$ cat config.mk
export PLATFORM = sky130hd
export DESIGN_NAME = spi_addr_slave
export DESIGN_NICKNAME = d
export VERILOG_FILES = /design/src/rtl/spi_slv_pkg.sv /design/src/rtl/spi_slv_sync.sv /design/src/rtl/spi_slv_cfg.sv /design/src/rtl/spi_slv_core.sv /design/src/rtl/spi_addr_slave.sv
export SDC_FILE = /design/constraint.sdc
export NUM_CORES = 1
export LEC_CHECK = 0
export BUFFER_PORTS_ARGS = -buffer_cell sky130_fd_sc_hd__buf_2
export CAP_MARGIN = 25
export CELL_PAD_IN_SITES_DETAIL_PLACEMENT = 2
export CELL_PAD_IN_SITES_GLOBAL_PLACEMENT = 2
export CORE_MARGIN = 4
export CORE_UTILIZATION = 38
export DETAILED_ROUTE_END_ITERATION = 8
export GPL_TIMING_DRIVEN = 0
export MAX_ROUTING_LAYER = met4
export PLACE_DENSITY_LB_ADDON = 0.1
export SKIP_CTS_REPAIR_TIMING = 1
export SYNTH_ARGS = -nofsm -noshare
export SYNTH_HDL_FRONTEND = slang
export SYNTH_SLANG_ARGS = --single-unit
export TNS_END_PERCENT = 10
$ cat constraint.sdc
create_clock -name clk -period 2.6 [get_ports clk]
set_clock_uncertainty 0.05 [all_clocks]
set_input_delay 0.39 -clock clk [delete_from_list [all_inputs] [get_ports clk]]
set_output_delay 0.39 -clock clk [all_outputs]
set_load 0.01 [all_outputs]
$ cat src/rtl/spi_slv_pkg.sv
package spi_slv_pkg;

  localparam int NPAD = 4;
  localparam logic [3:0] FORM_ADDRESSED = 4'h2;

  typedef logic [1:0] pad_idx_t;

  typedef struct packed {
    logic     cpol;
    logic     cpha;
    logic [3:0] form;
    pad_idx_t di_sel;
    pad_idx_t do_sel;
  } slv_cfg_t;

  typedef struct packed {
    pad_idx_t dout;
    pad_idx_t sck;
    pad_idx_t ss;
  } pad_map_t;

  function automatic pad_map_t map_pads(input pad_idx_t sel);
    pad_map_t m;
    case (sel)
      2'd0:    m = '{dout: 2'd0, sck: 2'd1, ss: 2'd2};
      2'd1:    m = '{dout: 2'd2, sck: 2'd3, ss: 2'd1};
      2'd2:    m = '{dout: 2'd3, sck: 2'd1, ss: 2'd2};
      default: m = '{dout: 2'd0, sck: 2'd3, ss: 2'd1};
    endcase
    return m;
  endfunction

endpackage

$ cat src/rtl/spi_slv_sync.sv
module spi_slv_sync #(
  parameter int             WIDTH   = 3,
  parameter int             STAGES  = 2,
  parameter logic [WIDTH-1:0] RST_VAL = '0
) (
  input  logic             clk,
  input  logic             rst_n,
  input  logic [WIDTH-1:0] d,
  output logic [WIDTH-1:0] q
);

  logic [STAGES-1:0][WIDTH-1:0] stg_q;
  logic [STAGES-1:0][WIDTH-1:0] stg_d;

  always_comb begin
    stg_d = {stg_q[STAGES-2:0], d};
  end

  always_ff @(posedge clk or negedge rst_n) begin
    if (!rst_n) begin
      stg_q <= {STAGES{RST_VAL}};
    end else begin
      stg_q <= stg_d;
    end
  end

  assign q = stg_q[STAGES-1];

endmodule

$ cat src/rtl/spi_slv_cfg.sv
module spi_slv_cfg
  import spi_slv_pkg::*;
#(
  parameter int W = 8
) (
  input  logic       clk,
  input  logic       rst_n,
  input  logic       cfg_en,
  input  slv_cfg_t   cfg_in,
  input  logic [W-1:0] addr_in,
  output slv_cfg_t   cfg_q,
  output logic [W-1:0] addr_q,
  output pad_map_t   pmap,
  output logic       addr_mode,
  output logic       cfg_err
);

  slv_cfg_t      cfg_d;
  logic [W-1:0]  addr_d;

  // capture only while disabled; hold while running
  always_comb begin
    cfg_d  = cfg_q;
    addr_d = addr_q;
    if (!cfg_en) begin
      cfg_d  = cfg_in;
      addr_d = addr_in;
    end
  end

  always_ff @(posedge clk or negedge rst_n) begin
    if (!rst_n) begin
      cfg_q  <= '0;
      addr_q <= '0;
    end else begin
      cfg_q  <= cfg_d;
      addr_q <= addr_d;
    end
  end

  always_comb begin
    pmap      = map_pads(cfg_q.do_sel);
    addr_mode = (cfg_q.form == FORM_ADDRESSED);
    cfg_err   = (cfg_q.di_sel == pmap.dout) ||
                (cfg_q.di_sel == pmap.sck)  ||
                (cfg_q.di_sel == pmap.ss);
  end

endmodule

$ cat src/rtl/spi_slv_core.sv
module spi_slv_core #(
  parameter int W = 8
) (
  input  logic         clk,
  input  logic         rst_n,
  input  logic         active,
  input  logic         cpol,
  input  logic         cpha,
  input  logic         addr_mode,
  input  logic [W-1:0] addr,
  input  logic [W-1:0] tx_data,
  input  logic         sck_s,
  input  logic         ss_n_s,
  input  logic         mosi_s,
  output logic         rx_valid,
  output logic [W-1:0] rx_data,
  output logic         miso,
  output logic         miso_oe,
  output logic         drop
);

  localparam int            CW   = (W > 1) ? $clog2(W) : 1;
  localparam logic [CW-1:0] LAST = CW'(W - 1);

  logic          in_frame_q, in_frame_d;
  logic          sck_q;
  logic [CW-1:0] cnt_q, cnt_d;
  logic [W-1:0]  rx_sh_q, rx_sh_d;
  logic [W-1:0]  tx_sh_q, tx_sh_d;
  logic [W-1:0]  hold_q, hold_d;
  logic          miso_q, miso_d;
  logic          addr_ph_q, addr_ph_d;
  logic          drop_q, drop_d;
  logic          vld_q, vld_d;
  logic [W-1:0]  data_q, data_d;

  logic sel, start, run;
  logic rise, fall, lead, trail, smp, shf;
  logic [W-1:0] byte_w;

  always_comb begin
    sel   = active & ~ss_n_s;
    start = sel & ~in_frame_q;
    run   = sel & in_frame_q;
    rise  = sck_s & ~sck_q;
    fall  = ~sck_s & sck_q;
    lead  = cpol ? fall : rise;
    trail = cpol ? rise : fall;
    smp   = run & (cpha ? trail : lead);
    shf   = run & (cpha ? lead : trail);
    byte_w = {rx_sh_q[W-2:0], mosi_s};
  end

  always_comb begin
    in_frame_d = sel;
    cnt_d      = cnt_q;
    rx_sh_d    = rx_sh_q;
    tx_sh_d    = tx_sh_q;
    hold_d     = hold_q;
    miso_d     = miso_q;
    addr_ph_d  = addr_ph_q;
    drop_d     = drop_q;
    vld_d      = 1'b0;
    data_d     = data_q;
    if (!sel) begin
      cnt_d     = '0;
      addr_ph_d = 1'b0;
      drop_d    = 1'b0;
    end else if (start) begin
      cnt_d     = '0;
      addr_ph_d = addr_mode;
      drop_d    = 1'b0;
      hold_d    = tx_data;
      miso_d    = tx_data[W-1];
      tx_sh_d   = tx_data << 1;
    end else begin
      if (smp) begin
        rx_sh_d = byte_w;
        if (cnt_q == LAST) begin
          cnt_d  = '0;
          hold_d = tx_data;
          if (addr_ph_q) begin
            addr_ph_d = 1'b0;
            drop_d    = (byte_w != addr);
          end else if (!drop_q) begin
            vld_d  = 1'b1;
            data_d = byte_w;
          end
        end else begin
          cnt_d = cnt_q + 1'b1;
        end
      end
      if (shf) begin
        if (cnt_q == '0) begin
          miso_d  = hold_q[W-1];
          tx_sh_d = hold_q << 1;
        end else begin
          miso_d  = tx_sh_q[W-1];
          tx_sh_d = tx_sh_q << 1;
        end
      end
    end
  end

  always_ff @(posedge clk or negedge rst_n) begin
    if (!rst_n) begin
      in_frame_q <= 1'b0;
      sck_q      <= 1'b0;
      cnt_q      <= '0;
      rx_sh_q    <= '0;
      tx_sh_q    <= '0;
      hold_q     <= '0;
      miso_q     <= 1'b0;
      addr_ph_q  <= 1'b0;
      drop_q     <= 1'b0;
      vld_q      <= 1'b0;
      data_q     <= '0;
    end else begin
      in_frame_q <= in_frame_d;
      sck_q      <= sck_s;
      cnt_q      <= cnt_d;
      rx_sh_q    <= rx_sh_d;
      tx_sh_q    <= tx_sh_d;
      hold_q     <= hold_d;
      miso_q     <= miso_d;
      addr_ph_q  <= addr_ph_d;
      drop_q     <= drop_d;
      vld_q      <= vld_d;
      data_q     <= data_d;
    end
  end

  assign rx_valid = vld_q;
  assign rx_data  = data_q;
  assign miso     = miso_q;
  assign miso_oe  = in_frame_q & ~drop_q;
  assign drop     = drop_q;

endmodule

$ cat src/rtl/spi_addr_slave.sv
module spi_addr_slave
  import spi_slv_pkg::*;
#(
  parameter int DATA_W      = 8,
  parameter int SYNC_STAGES = 2
) (
  input  logic              clk,
  input  logic              rst_n,
  input  logic [NPAD-1:0]   pad_i,
  output logic [NPAD-1:0]   pad_o,
  output logic [NPAD-1:0]   pad_oe,
  input  logic              cfg_en,
  input  logic              cfg_cpol,
  input  logic              cfg_cpha,
  input  logic [3:0]        cfg_form,
  input  logic [1:0]        cfg_di_sel,
  input  logic [1:0]        cfg_do_sel,
  input  logic [DATA_W-1:0] cfg_addr,
  input  logic [DATA_W-1:0] tx_data,
  output logic              rx_valid,
  output logic [DATA_W-1:0] rx_data
);

  // reset: asserted asynchronously, released on the clock
  logic rst_meta_q, rst_sync_q;
  always_ff @(posedge clk or negedge rst_n) begin
    if (!rst_n) begin
      rst_meta_q <= 1'b0;
      rst_sync_q <= 1'b0;
    end else begin
      rst_meta_q <= 1'b1;
      rst_sync_q <= rst_meta_q;
    end
  end

  slv_cfg_t          cfg_in_w, cfg_word_q;
  logic [DATA_W-1:0] addr_q;
  pad_map_t          pmap;
  logic              addr_mode, cfg_err_w;

  assign cfg_in_w = '{cpol: cfg_cpol, cpha: cfg_cpha, form: cfg_form,
                      di_sel: cfg_di_sel, do_sel: cfg_do_sel};

  spi_slv_cfg #(.W(DATA_W)) u_cfg (
    .clk       (clk),
    .rst_n     (rst_sync_q),
    .cfg_en    (cfg_en),
    .cfg_in    (cfg_in_w),
    .addr_in   (cfg_addr),
    .cfg_q     (cfg_word_q),
    .addr_q    (addr_q),
    .pmap      (pmap),
    .addr_mode (addr_mode),
    .cfg_err   (cfg_err_w)
  );

  // pad selection into the synchronizer: {ss_n, sck, mosi}
  logic [2:0] raw_w, syn_w;
  assign raw_w = {pad_i[pmap.ss], pad_i[pmap.sck], pad_i[cfg_word_q.di_sel]};

  spi_slv_sync #(.WIDTH(3), .STAGES(SYNC_STAGES), .RST_VAL(3'b100)) u_sync (
    .clk   (clk),
    .rst_n (rst_sync_q),
    .d     (raw_w),
    .q     (syn_w)
  );

  logic active_w, miso_w, miso_oe_w, drop_w;
  assign active_w = cfg_en & ~cfg_err_w;

  spi_slv_core #(.W(DATA_W)) u_core (
    .clk       (clk),
    .rst_n     (rst_sync_q),
    .active    (active_w),
    .cpol      (cfg_word_q.cpol),
    .cpha      (cfg_word_q.cpha),
    .addr_mode (addr_mode),
    .addr      (addr_q),
    .tx_data   (tx_data),
    .sck_s     (syn_w[1]),
    .ss_n_s    (syn_w[2]),
    .mosi_s    (syn_w[0]),
    .rx_valid  (rx_valid),
    .rx_data   (rx_data),
    .miso      (miso_w),
    .miso_oe   (miso_oe_w),
    .drop      (drop_w)
  );

  for (genvar p = 0; p < NPAD; p++) begin : g_pad
    logic is_out;
    assign is_out    = (pmap.dout == pad_idx_t'(p));
    assign pad_oe[p] = miso_oe_w & is_out;
    assign pad_o[p]  = miso_w & is_out;
  end

endmodule

; Yosys cells after proc, flatten, opt, wreduce, memory -nomap -nowiden
; Index checks and enable logic that the tools add are counted.
[word_totals]
mem_bits_ro = 0
inputBits = 33
out_inout_bits = 17
ramBits = 0
latch_bits = 0
mem_count = 0
wordCells = 117
ff_bits = 66
[op_classes]
mux = 39
mul = 0
div_mod_pow = 0
shifts = 0
bitwise_logic = 25
n_reduce_logical = 14
order_cmp = 3
n_eq_ne = 14
n_addsub = 1
[op_table]
columns = op, n
row1 = $mux 8, 6
row2 = $mux 1, 25
row3 = $pmux 6 s3, 1
row4 = $and 1x1->1, 17
row5 = $mux 3, 4
row6 = $lt 2x3->1 const B, 3
row7 = $ne 3x3->1 const B, 3
row8 = $reduce_and 3->1, 3
row9 = $ne 8x8->1, 1
row10 = $not 1->1, 8
row11 = $bmux 1 s2, 3
row12 = $eq 2x2->1, 3
row13 = $eq 2x2->1 const B, 3
row14 = $reduce_and 6->1, 1
row15 = $reduce_bool 2->1, 3
row16 = $eq 2x1->1 const B, 2
row17 = $eq 4x2->1 const B, 1
row18 = $logic_not 2->1, 2
row19 = $reduce_and 2->1, 2
row20 = $add 3x1->3 const B, 1
row21 = $eq 3x3->1 const B, 1
row22 = $logic_not 3->1, 1
row23 = $logic_or 1x1->1, 2

; Logic depth before layout (Yosys ltp)
[depth]
depth_word = 13
mapped_depth = 8
depth_no_buf = 7

; By module
; A second synthesis with hierarchy kept.
[unflattened]
hier_cells = 230
area_unflattened_um2 = 3060.4
[modules_own_cells]
columns = module, seq_area_each_um2, area_each_um2, cells_per_inst, n_inst
row1 = spi_slv_core, 975.9, 1849.3, 145, 1
row2 = spi_slv_cfg, 450.4, 868.3, 64, 1
row3 = spi_addr_slave, 50.0, 190.2, 15, 1
row4 = spi_slv_sync, 152.6, 152.6, 6, 1

; Least setup slack after synthesis
; OpenSTA, ideal clock, no wires.
[synth_path]
path_type = register -> register
start = register u_cfg.cfg_q[0] in the netlist's numbering
end = register u_core.data_q[0], in the netlist u_core.rx_data[0]
required_ns = 2.425
stages_incl_launch_ff = 9
path_buffers = 1
setup_slack_ns = -0.043
arrival_ns = 2.468
setup_ns = 0.125
synth_period_minus_slack_ns = 2.643
path_cell_list = dfrtp_1 inv_1 ha_1 o21ba_1 a311o_1 a2111oi_4 and4_1 buf_4 mux2_2
[synth_via]
elab_chain_cells = 11
elab_cells_between_ends = 17
cone_classes = eq/ne: 5 / mux: 1 / bitwise: 7 / reduce/logical: 4
[synth_lines]
columns = element, line
row1 = "start, declared", spi_slv_cfg.sv:11  ; output slv_cfg_t cfg_q,
row2 = "start signal, assigned", spi_slv_cfg.sv:36  ; cfg_q <= cfg_d;
row3 = $eq 2x2->1 (tied with other cells), spi_slv_pkg.sv:24  ; case (sel)
row4 = $pmux 6 s3 (*), spi_slv_pkg.sv:24
row5 = $eq 2x2->1 (on tied branches), "spi_slv_cfg.sv:44, spi_slv_cfg.sv:45"
row6 = $logic_or 1x1->1, spi_slv_cfg.sv:44  ; cfg_err = (cfg_q.di_sel == pmap.dout) ||
row7 = $logic_or 1x1->1 (*), spi_slv_cfg.sv:45  ; (cfg_q.di_sel == pmap.sck) ||
row8 = $not 1->1 (*), spi_addr_slave.sv:69  ; assign active_w = cfg_en & ~cfg_err_w;
row9 = $and 1x1->1 (*), spi_addr_slave.sv:69
row10 = $and 1x1->1 (*), spi_slv_core.sv:42  ; sel = active & ~ss_n_s;
row11 = via u_core.in_frame_d, spi_slv_core.sv:25  ; logic in_frame_q, in_frame_d;
row12 = $and 1x1->1 (on tied branches), "spi_slv_core.sv:44, spi_slv_core.sv:43"
row13 = $and 1x1->1 / $not 1->1 (equally long branches), --
row14 = $reduce_and 6->1 (no source line) (*), --
row15 = "end signal, assigned", spi_slv_core.sv:129  ; data_q <= data_d;
row16 = "end, declared", spi_slv_core.sv:35  ; logic [W-1:0] data_q, data_d;
; The timed path passes the listed nets; every way through them passes the cells marked *.
; A chain may end at the register's enable or synchronous reset.

; Worst setup path in the final report
[layout_path]
start = register u_cfg.cfg_q[1] in the netlist's numbering
end = register u_core.data_q[0], in the netlist u_core.rx_data[0]
; The elaborated chain is that of the path after synthesis.

==> results.json <==
{
  "status": "finished, violations left",
  "violations": "negative setup slack",
  "rsz0062_at_grt": "yes",
  "die_h_um": 97.1,
  "antenna_found_initial": 0,
  "p_leak_nw": 1.80,
  "portBuffers": 48,
  "layout_setup_ws_ns": -0.140,
  "grt_util_met2_pct": 22.9,
  "critPathKind": "reg2reg",
  "core_area_um2": 7730,
  "syn_to_final_growth_pct": 26.8,
  "cts_made_buffers": 9,
  "drive_gt1_share_pct": 46.4,
  "synth_cell_type_count": 36,
  "num-fill-cells": 784,
  "wirelength_um": 7550,
  "cts_tree": "yes",
  "synth_edf_count": 0,
  "grt.overflow.total": 0,
  "r2r_start": "u_cfg.cfg_q[1]$_DFFE_PN0N_",
  "clkTransAtPathRegs_ns": 0.08,
  "reg2reg_to": "u_core.rx_data[0]$_DFFE_PN0P_",
  "start_util_pct": 39.0,
  "ant_nets": 0,
  "pin_count": 50,
  "slew_violations": 0,
  "vias_per_cell": 5.06,
  "ff2ff_setup_slack_ns": -0.14,
  "multi_input_area_um2": 1470,
  "p_per_area_nw_per_um2": 727,
  "crit_fanout": 5,
  "synth_nets": 274,
  "avgSynthCellArea_um2": 13.0,
  "drc": 0,
  "dpl_worst_slack_ns": -0.407,
  "insertion_delay_ns": 0.35,
  "rows": 32,
  "worstMarginPinSlew_ns": 0.895,
  "dp_hpwl_um": 4650,
  "endpoint_kind": "flip-flop",
  "fp.dieArea_um2": 9420,
  "finalSetupViolCount": 30,
  "grt_usage_pct": 15.6,
  "drtPass1Iterations": 4,
  "wl_per_cell_um": 18.6,
  "drt-initial-drc-count": 34,
  "crit_end": "u_core.rx_data[0]$_DFFE_PN0P_",
  "syn_area_um2": 3010,
  "ys_seq_area_share_pct": 54.0,
  "syn_inst": 232,
  "yosysWarnings": 0,
  "final_core_util_pct": 49.5,
  "busiest_layer": "met2",
  "use_met1_pct": 21.2,
  "relSlewSlack_pct": 38.6,
  "design_area_um2": 3820,
  "grt_pass1_wl_um": 11400,
  "worstSetupStartpoint": "u_cfg.cfg_q[1]$_DFFE_PN0N_",
  "crit_path_start_kind": "flip-flop",
  "rr_worst_depth": 9,
  "vias": 2053,
  "worstHoldPathType": "in2reg",
  "cts_htree_levels": 3,
  "crit_required_ns": 2.78,
  "die_x_um": 97.1,
  "dp_cells": 382,
  "finalCritPeriodShare_pct": 105,
  "cts_root_buf": "clkbuf_8",
  "max_freq_mhz": 365,
  "placed_cell_area_um2": 3390,
  "grt_pass1_vias": 2215,
  "diodes": 0,
  "cts_buffer_depth": 2,
  "async_flop_share_pct": 100,
  "ys_ff_latch": 65,
  "nets": 341,
  "grtUsageMet3_pct": 3.30,
  "hold_viol": 0,
  "grt_max_degree": 64,
  "max-vdd-ir-drop_v": 0.000291,
  "worstPathArrival_ns": 2.92,
  "cts_sinks": 65,
  "tns_ns": -2.66,
  "drv_cap": 0,
  "seq_area_um2": 1630,
  "gp_congestion": 0.671,
  "synthFlopType": "dfrtp_1",
  "finalNonFillerCells": 406,
  "finalCriticalPeriod_ns": 2.74
}
==> sequential cells by signal (all words and copies together), names as in the netlist, 3 cells and up <==
register	count
u_cfg.addr_q	8
u_cfg.cfg_q	10
u_core.cnt_q	3
u_core.hold_q	8
u_core.rx_data	8
u_core.rx_sh_q	7
u_core.tx_sh_q	7
u_sync.q	3
u_sync.stg_d	3
==> worst max-delay path: stages, from the launching register on <==
cell and delay, ns:
dfrtp_1 0.45, buf_6 0.16, ha_4 0.17, o21ba_4 0.20, a311o_1 0.32, a2111oi_4 0.42
buf_6 0.17, and4_4 0.25, buf_8 0.14, mux2_4 0.30
==> per-layer routing <==
metal / wire [um] / share of wire, %
met1: 3490 / 46
met5: 0 / 0
met4: 99 / 1.3
met3: 222 / 2.9
met2: 3740 / 49
==> cell families (layout without fill, tap and decap cells) <==
logic type | Yosys count | after routing | share of synthesized area, %
xor gates and xnor gates | 11 | 11 | 3.20
AOI/OAI and AO/OA | 23 | 23 | 5.65
other | 1 | 1 | 0.124
adders and majority gates | 9 | 9 | 3.74
and+or+nand+nor | 47 | 47 | 7.97
muxes | 61 | 61 | 23.2
buffers and inverters | 15 | 87 | 2.12
DFF | 65 | 65 | 54.0
==> through the flow <==
step           total power [mW]  hold slack (ns)
6_report                   2.78            0.217
5_1_grt                    2.95            0.202
4_1_cts                    2.68           -0.257
3_5_place_dp               1.83            0.127
3_3_place_gp               1.79            0.125
2_1_floorplan              1.66           0.0444
==> worst min-delay path by stage <==
stage / from / endpoint / slack, ns / cells after the start
final: cfg_di_sel[1] / u_cfg.cfg_q[3]$_DFFE_PN0N_ / 0.22 / 2
after global routing: cfg_addr[7] / u_cfg.addr_q[7]$_DFFE_PN0N_ / 0.20 / 2
after CTS: rst_n / rst_sync_q$_DFF_PN0_ / -0.26 / 1
after detailed placement: rst_n / rst_meta_q$_DFF_PN0_ / 0.13 / 1
after global placement: rst_n / rst_meta_q$_DFF_PN0_ / 0.12 / 1
after floorplan: rst_n / rst_meta_q$_DFF_PN0_ / 0.04 / 0
==> power by group <==
part / internal (mW) / leakage (nW) / switching, mW
Combinational: 0.349 / 0.892 / 0.246
Clock: 0.438 / 0.0998 / 0.410
Sequential: 1.20 / 0.806 / 0.138
Total: 1.98 / 1.80 / 0.794
==> cell usage after synthesis (all sizes together), types with 3 or more instances <==
| library cell | instances | share of area (%) |
|---|---|---|
| mux2i | 9 | 3.0 |
| o21ai | 3 | 0.50 |
| and2 | 4 | 0.83 |
| buf | 4 | 0.75 |
| a21oi | 10 | 1.7 |
| nor2b | 6 | 1.2 |
| clkbuf | 5 | 0.62 |
| ha | 9 | 3.7 |
| nand2b | 4 | 0.83 |
| dfrtp | 63 | 52 |
| inv | 6 | 0.75 |
| a31oi | 4 | 0.83 |
| nand2 | 4 | 0.50 |
| mux2 | 50 | 19 |
| nor2 | 18 | 2.2 |
| xnor2 | 9 | 2.6 |
==> layout make-up <==
type,count,area share (%)
tap,102,3.34
inverter,6,0.655
clock buffer,10,3.34
timing repair buffer,56,8.15
clock inverter,6,1.54
buffer,9,1.70
sequential,65,42.7
multi-input combinational,152,38.5
==> cells in the final DEF (no fill, tap or decap), types with 2 or more instances in the layout <==
cell	synthesis	routed
inv_1	6	4
buf_2	3	50
nor3_1	2	2
nand2_1	4	4
clkbuf_8	0	9
o21ai_0	3	3
a31oi_1	4	4
buf_4	1	3
buf_8	0	2
a21oi_1	10	10
nor2b_1	6	6
ha_1	9	5
mux2i_1	9	9
xnor2_1	9	9
clkbuf_1	5	6
mux2_2	42	30
xor2_1	2	2
mux4_2	2	2
nand4_1	2	2
buf_6	0	4
nor2_1	18	18
or3_1	2	2
clkinv_2	0	4
nand2b_1	4	4
dfstp_2	2	2
ha_4	0	4
mux2_4	0	20
dfrtp_1	63	61
and2_1	4	4
a2111oi_4	1	2
Power figures use the tool's default switching activity.
